File: config.mk
export PLATFORM = sky130hd
export DESIGN_NAME = clkm_ctrl
export DESIGN_NICKNAME = d
export VERILOG_FILES = /design/src/rtl/clkm_pkg.sv /design/src/rtl/clkm_div.sv /design/src/rtl/clkm_arbiter.sv /design/src/rtl/clkm_ctl_reg.sv /design/src/rtl/clkm_ctrl.sv
export SDC_FILE = /design/constraint.sdc
export NUM_CORES = 1
export LEC_CHECK = 0
export BUFFER_PORTS_ARGS = -buffer_cell sky130_fd_sc_hd__buf_2
export CAP_MARGIN = 20
export CORE_ASPECT_RATIO = 0.7
export CORE_MARGIN = 1
export CORE_UTILIZATION = 35
export CTS_BUF_LIST = sky130_fd_sc_hd__clkbuf_4 sky130_fd_sc_hd__clkbuf_8
export DETAILED_ROUTE_END_ITERATION = 6
export HOLD_SLACK_MARGIN = 0.06
export PLACE_DENSITY = 0.64
export SLEW_MARGIN = 20
export SYNTH_ARGS = -nofsm -noshare
export SYNTH_HDL_FRONTEND = slang
export SYNTH_SLANG_ARGS = --single-unit
File: constraint.sdc
create_clock -name clk -period 4.11 [get_ports clk]
set_input_delay 0.411 -clock clk [delete_from_list [all_inputs] [get_ports clk]]
set_output_delay 0.411 -clock clk [all_outputs]
set_load 0.05 [all_outputs]
File: src/rtl/clkm_pkg.sv
package clkm_pkg;

    typedef enum logic [2:0] {
        M_FAST   = 3'd0,
        M_SLOW   = 3'd1,
        M_LOWPWR = 3'd2,
        M_PLL    = 3'd3,
        M_RING   = 3'd4,
        M_RINGLP = 3'd5,
        M_STOP   = 3'd6,
        M_WAIT   = 3'd7
    } cmode_t;

    typedef enum logic [1:0] {
        S_MAIN = 2'd0,
        S_SUB  = 2'd1,
        S_PLL  = 2'd2,
        S_RING = 2'd3
    } csrc_t;

    typedef enum logic [1:0] {
        LP_RUN  = 2'd0,
        LP_STOP = 2'd1,
        LP_WAIT = 2'd2
    } lp_t;

    typedef struct packed {
        logic       sub_on;
        logic       main_off;
        logic       div8;
        logic [1:0] div_sel;
        logic       sel_sub;
        logic       pll_a;
        logic       pll_b;
        logic       ring_sel;
    } cctl_t;

    localparam cctl_t CTL_RESET = '{sub_on: 1'b0, main_off: 1'b0, div8: 1'b1,
                                    div_sel: 2'b00, sel_sub: 1'b0, pll_a: 1'b0,
                                    pll_b: 1'b0, ring_sel: 1'b0};

    // Running mode implied by a control word (priority: on-chip, sub, PLL).
    function automatic cmode_t run_mode(cctl_t c);
        if (c.ring_sel)             return c.main_off ? M_RINGLP : M_RING;
        else if (c.sel_sub)         return c.main_off ? M_LOWPWR : M_SLOW;
        else if (c.pll_a && c.pll_b) return M_PLL;
        else                        return M_FAST;
    endfunction

    function automatic csrc_t src_of(cctl_t c);
        if (c.ring_sel)             return S_RING;
        else if (c.sel_sub)         return S_SUB;
        else if (c.pll_a && c.pll_b) return S_PLL;
        else                        return S_MAIN;
    endfunction

    // A word is self-consistent when the selected source is actually on.
    function automatic logic cfg_ok(cctl_t c);
        return !(c.sel_sub && !c.ring_sel && !c.sub_on) &&
               !(c.main_off && !c.ring_sel && !c.sel_sub);
    endfunction

    // Table of permitted moves between distinct running modes.
    function automatic logic move_ok(cmode_t cur, cmode_t nxt,
                                     logic sub_run, logic div8_now);
        case (cur)
            M_FAST:   return (nxt == M_SLOW && sub_run) || nxt == M_PLL || nxt == M_RING;
            M_SLOW:   return nxt == M_FAST || nxt == M_LOWPWR;
            M_LOWPWR: return nxt == M_SLOW;
            M_PLL:    return nxt == M_FAST;
            M_RING:   return (nxt == M_FAST && div8_now) || nxt == M_RINGLP;
            M_RINGLP: return nxt == M_RING;
            default:  return 1'b0;
        endcase
    endfunction

endpackage

File: src/rtl/clkm_div.sv
module clkm_div #(
    parameter int DIV_W = 5
) (
    input  logic             div8,
    input  logic [1:0]       div_sel,
    output logic [DIV_W-1:0] ratio
);
    localparam logic [DIV_W-1:0] R8  = DIV_W'(8);
    localparam logic [DIV_W-1:0] R16 = DIV_W'(16);

    always_comb begin
        if (div8)                 ratio = R8;
        else if (div_sel == 2'b11) ratio = R16;
        else                      ratio = DIV_W'(1) << div_sel;
    end
endmodule

File: src/rtl/clkm_arbiter.sv
module clkm_arbiter
    import clkm_pkg::*;
(
    input  cctl_t cur_ctl,
    input  lp_t   lp,
    input  logic  wr_en,
    input  cctl_t wr_ctl,
    input  logic  det_en,
    input  logic  sub_running,
    input  logic  stop_req,
    input  logic  wait_cmd,
    input  logic  wake_irq,
    output logic  take_wr,
    output logic  lp_load,
    output lp_t   lp_next,
    output logic  stop_wake,
    output logic  reject
);
    cmode_t cur_m;
    cmode_t nxt_m;

    always_comb begin
        cur_m     = run_mode(cur_ctl);
        nxt_m     = run_mode(wr_ctl);
        take_wr   = 1'b0;
        lp_load   = 1'b0;
        lp_next   = lp;
        stop_wake = 1'b0;
        reject    = 1'b0;
        if (lp != LP_RUN) begin
            if (wake_irq) begin
                lp_load   = 1'b1;
                lp_next   = LP_RUN;
                stop_wake = (lp == LP_STOP);
            end
            reject = wr_en | stop_req | wait_cmd;
        end else if (stop_req || wait_cmd) begin
            if (!det_en && cur_m != M_PLL) begin
                lp_load = 1'b1;
                lp_next = stop_req ? LP_STOP : LP_WAIT;
            end else begin
                reject = 1'b1;
            end
        end else if (wr_en) begin
            if (cfg_ok(wr_ctl) &&
                (nxt_m == cur_m ||
                 (!det_en && move_ok(cur_m, nxt_m, sub_running, cur_ctl.div8))))
                take_wr = 1'b1;
            else
                reject = 1'b1;
        end
    end
endmodule

File: src/rtl/clkm_ctl_reg.sv
module clkm_ctl_reg
    import clkm_pkg::*;
(
    input  logic  clk,
    input  logic  rst,
    input  logic  take_wr,
    input  cctl_t wr_ctl,
    input  logic  stop_wake,
    output cctl_t ctl
);
    always_ff @(posedge clk) begin
        if (rst) begin
            ctl <= CTL_RESET;
        end else if (take_wr) begin
            ctl <= wr_ctl;
            if (wr_ctl.main_off) ctl.div8 <= 1'b1;
        end else if (stop_wake) begin
            ctl.div8 <= 1'b1;
        end
    end
endmodule

File: src/rtl/clkm_ctrl.sv
module clkm_ctrl
    import clkm_pkg::*;
#(
    parameter int DIV_W = 5
) (
    input  logic             clk,
    input  logic             rst,
    input  logic             wr_en,
    input  logic             wr_sub_on,
    input  logic             wr_main_off,
    input  logic             wr_div8,
    input  logic [1:0]       wr_div_sel,
    input  logic             wr_sel_sub,
    input  logic             wr_pll_a,
    input  logic             wr_pll_b,
    input  logic             wr_ring_sel,
    input  logic             det_en,
    input  logic             sub_running,
    input  logic             stop_req,
    input  logic             wait_cmd,
    input  logic             wake_irq,
    output logic [2:0]       mode,
    output logic [1:0]       src,
    output logic [DIV_W-1:0] div_ratio,
    output logic             div8_o,
    output logic             sub_on_o,
    output logic             main_off_o,
    output logic             illegal
);
    cctl_t ctl;
    cctl_t wr_ctl;
    lp_t   lp;
    lp_t   lp_next;
    logic  take_wr;
    logic  lp_load;
    logic  stop_wake;
    logic  reject;

    always_comb begin
        wr_ctl.sub_on   = wr_sub_on;
        wr_ctl.main_off = wr_main_off;
        wr_ctl.div8     = wr_div8;
        wr_ctl.div_sel  = wr_div_sel;
        wr_ctl.sel_sub  = wr_sel_sub;
        wr_ctl.pll_a    = wr_pll_a;
        wr_ctl.pll_b    = wr_pll_b;
        wr_ctl.ring_sel = wr_ring_sel;
    end

    clkm_arbiter i_arb (
        .cur_ctl(ctl), .lp(lp), .wr_en(wr_en), .wr_ctl(wr_ctl),
        .det_en(det_en), .sub_running(sub_running), .stop_req(stop_req),
        .wait_cmd(wait_cmd), .wake_irq(wake_irq), .take_wr(take_wr),
        .lp_load(lp_load), .lp_next(lp_next), .stop_wake(stop_wake),
        .reject(reject)
    );

    clkm_ctl_reg i_ctl (
        .clk(clk), .rst(rst), .take_wr(take_wr), .wr_ctl(wr_ctl),
        .stop_wake(stop_wake), .ctl(ctl)
    );

    clkm_div #(.DIV_W(DIV_W)) i_div (
        .div8(ctl.div8), .div_sel(ctl.div_sel), .ratio(div_ratio)
    );

    always_ff @(posedge clk) begin
        if (rst) begin
            lp      <= LP_RUN;
            illegal <= 1'b0;
        end else begin
            if (lp_load) lp <= lp_next;
            illegal <= reject;
        end
    end

    always_comb begin
        case (lp)
            LP_STOP: mode = M_STOP;
            LP_WAIT: mode = M_WAIT;
            default: mode = run_mode(ctl);
        endcase
        src        = src_of(ctl);
        div8_o     = ctl.div8;
        sub_on_o   = ctl.sub_on;
        main_off_o = ctl.main_off;
    end
endmodule

==> results by group <==
Run status
  – Run status: complete, no violations

Route
  – Final ANT Viol Nets: 0
  – Via count: 881
  – Drt drc: 0
  – Via density: 5.01
  – Initial DRC count: 23
  – Post-Route WL: 2.17 mm
  – DR WL/cell: approximately 12 um
  – Drt pass-1 iters: 4

STA
  – Worst hold slack: 0.434 ns
  – RSZ-0062 raised after global routing: false
  – Fin crit share: 0.517
  – Max-slew violations: 0
  – Rel. slew slack: 0.571
  – Final WS setup: 1.99 ns
  – Final setup fails: 0
  – TNS Setup: 0 ns
  – Max Clock Freq: around 470 MHz
  – Crit path time final: 2.12 ns
  – Final setup skew: 0.000742 ns
  – Slew of the pin with the lowest slew margin: 0.644 ns
  – Final Hold Vio Count: 0

Pwr
  – Clock power frac: 0.390
  – Psw: 95.7 uW
  – VDD IR-drop max: 0.000111 V
  – Combinational Power Share: 0.239
  – Tot Pwr: 331 uW
  – Switching share of power: 0.289
  – Power per Cell Area: 281 mW/mm^2
  – P_int: 235 uW
  – Static leakage: 0.505 nW
  – Register share of total power: 0.371

Layout
  – Layout area overhead: 19.2%
  – Leading cell types in the layout, fill and taps excluded: buf_2 (30), nand2b_1 (16), dfxtp_1 (12)
  – Share of layout cells above drive strength 1: 0.303
  – Final Core Density: 0.457
  – ANT cells: 0
  – Finished Cell Area: 0.00117 mm^2
  – Most common cell after layout, fill and taps aside: buf_2
  – # fillers: 249
  – Layout net count: 163
  – Non-Filler Instances: 176

Clock network
  – H-tree lvl count: 1
  – Reg clk slew, reported paths: ~0.05 ns
  – Worst skew pair latency: 0.24 ns
  – CTS Buf Count: 3
  – Post-CTS Setup Bufs: 0
  – Hold Buf Count CTS: 0
  – Resized cells post-CTS: 0
  – CTS root buf: clkbuf_8
  – CTS tree: done
  – Clock Path Buffers: 2
  – Sink Count: 12

Placed design
  – Routability cong.: 0.880
  – Post-DP Area: 0.00112 mm^2
  – I/O Buffers: 30
  – DP Wirelength: 1.67 mm
  – Dpl cells: 172
  – Worst slack, placed: 1.87 ns

Die
  – Die W: 65.4 um
  – Core Area: 0.00257 mm^2
  – Initial core utilization: 0.383
  – Row count: 15
  – Die area: between 0.003 and 0.004 mm^2
  – Die height: 46.4 um
  – Ports: 31

Synth
  – Synth Warn #: 0
  – Netlist cell types: 46
  – Sequential share of the synthesized area: 0.244
  – Ys flop type: dfxtp_1
  – Post-synth EDFFs: 0
  – Gate Count Post-Synth: about 120
  – Mean area per synthesized cell: 8.50 um^2
  – Asr flop ratio synth: 0
  – Synthesized area: 986 um^2
  – Syn nets: ~140
  – Seq cells post-synth: 12

Global route
  – Initial antenna violation count: 0
  – First-pass GRT wire length: 3.48 mm
  – Met3 Use GR: 0.0668
  – Vias in the first global route: between 700 and 800
  – Met1 usage: 0.204
  – GR Layer Usage met2: 0.239
  – Pin count of the biggest net entering global routing: 23
  – GRT Overall Usage: 0.154
  – Layer with the highest usage: met2
  – Total gr overflow: 0

Setup path
  – Critical Path Fanout Max: 9
  – CP Buf/Inv Count: 0
  – CP Cell Sequence: a21oi_2, a22o_1, o32ai_2, o21bai_1, a21oi_2, mux2i_1
  – Max stage delay on crit path: 0.55 ns
  – CP endpoint kind: flop
  – Cell with the most instances on the worst path: a21oi_2
  – WS Path Type: reg2reg
  – Critical Path AT: 2.29 ns
  – Slowest CP cell: a21oi_2
  – Cell family with most CP delay: compound AO/OA/AOI/OAI gates
  – Req. time, crit path: 4.28 ns
  – Startpoint types: flop

Job
  – Max cap viols: 0

Hold path
  – Hold crit path type: in2reg
synthesized netlist by cell type (2+ instances only):
| cell | count | share of area |
|---|---|---|
| nand2b_1 | 16 | 0.10 |
| dfxtp_1 | 12 | 0.24 |
| mux2i_1 | 9 | 0.091 |
| nand2_1 | 8 | 0.030 |
| nor2_1 | 8 | 0.030 |
| a21oi_1 | 4 | 0.020 |
| inv_1 | 4 | 0.015 |
| a21o_1 | 3 | 0.023 |
| buf_6 | 3 | 0.034 |
| ha_1 | 3 | 0.038 |
| a21oi_2 | 2 | 0.018 |
| and3b_1 | 2 | 0.018 |
| buf_2 | 2 | 0.010 |
| clkbuf_1 | 2 | 0.0076 |
| nand3_1 | 2 | 0.010 |
| nor3_1 | 2 | 0.010 |
| nor3b_1 | 2 | 0.015 |
| o21ai_0 | 2 | 0.010 |
| o21bai_1 | 2 | 0.015 |
| o32a_1 | 2 | 0.020 |
per-layer routing:
layer  wire length (um)  share of wire
met5                  0              0
met4                  0              0
met3                132          0.061
met2                894           0.41
met1               1140           0.53
power by group through the flow:
stage	Combinational [mW]	Sequential (mW)	Clock, mW
2_1_floorplan	0.0561	0.130	0
6_report	0.0790	0.123	0.129
5_1_grt	0.0862	0.123	0.137
3_5_place_dp	0.0784	0.125	0
4_1_cts	0.0789	0.123	0.131
3_3_place_gp	0.0777	0.125	0
worst reg2reg max path: cells and delay by family, from the launching register on:
kind            cells  cell delay, ns
compound gates      5            1.28
flops               1            0.51
mux                 1            0.26
layout make-up:
cell class	instances	area (um^2)	area share
clock buffer	4	55.1	0.0469
sequential	12	240	0.204
tap	34	42.5	0.0362
multi-input combinational	91	668	0.569
inverter	5	18.8	0.0160
timing repair buffer	30	150	0.128
sequential cells by signal (all words and copies together) (netlist names):
name / flops
lp: 2
illegal: 1
i_ctl.ctl: 9
worst paths after layout:
path / start / endpoint / slack (ns) / cells after the start
worst max register to register: i_ctl.ctl[7]$_SDFFE_PP0P_ / i_ctl.ctl[8]$_SDFFE_PP0P_ / 1.99 / 6
worst min-delay path: wr_div_sel[1] / i_ctl.ctl[5]$_SDFFE_PP0P_ / 0.43 / 3
worst min register to register: i_ctl.ctl[8]$_SDFFE_PP0P_ / i_ctl.ctl[8]$_SDFFE_PP0P_ / 0.48 / 2
worst max-delay path: i_ctl.ctl[7]$_SDFFE_PP0P_ / i_ctl.ctl[8]$_SDFFE_PP0P_ / 1.99 / 6
logic make-up (layout without fill, tap and decap cells):
family	Yosys count	in the layout	share of synthesized area
AOI/OAI and AO/OA	28	28	0.236
DFF	12	12	0.244
muxes	10	10	0.103
and+or+nand+nor	48	48	0.283
buffers and inverters	13	39	0.0787
xor gates and xnor gates	2	2	0.0178
adders and majority gates	3	3	0.0381
(Power assumes the default switching activity.)
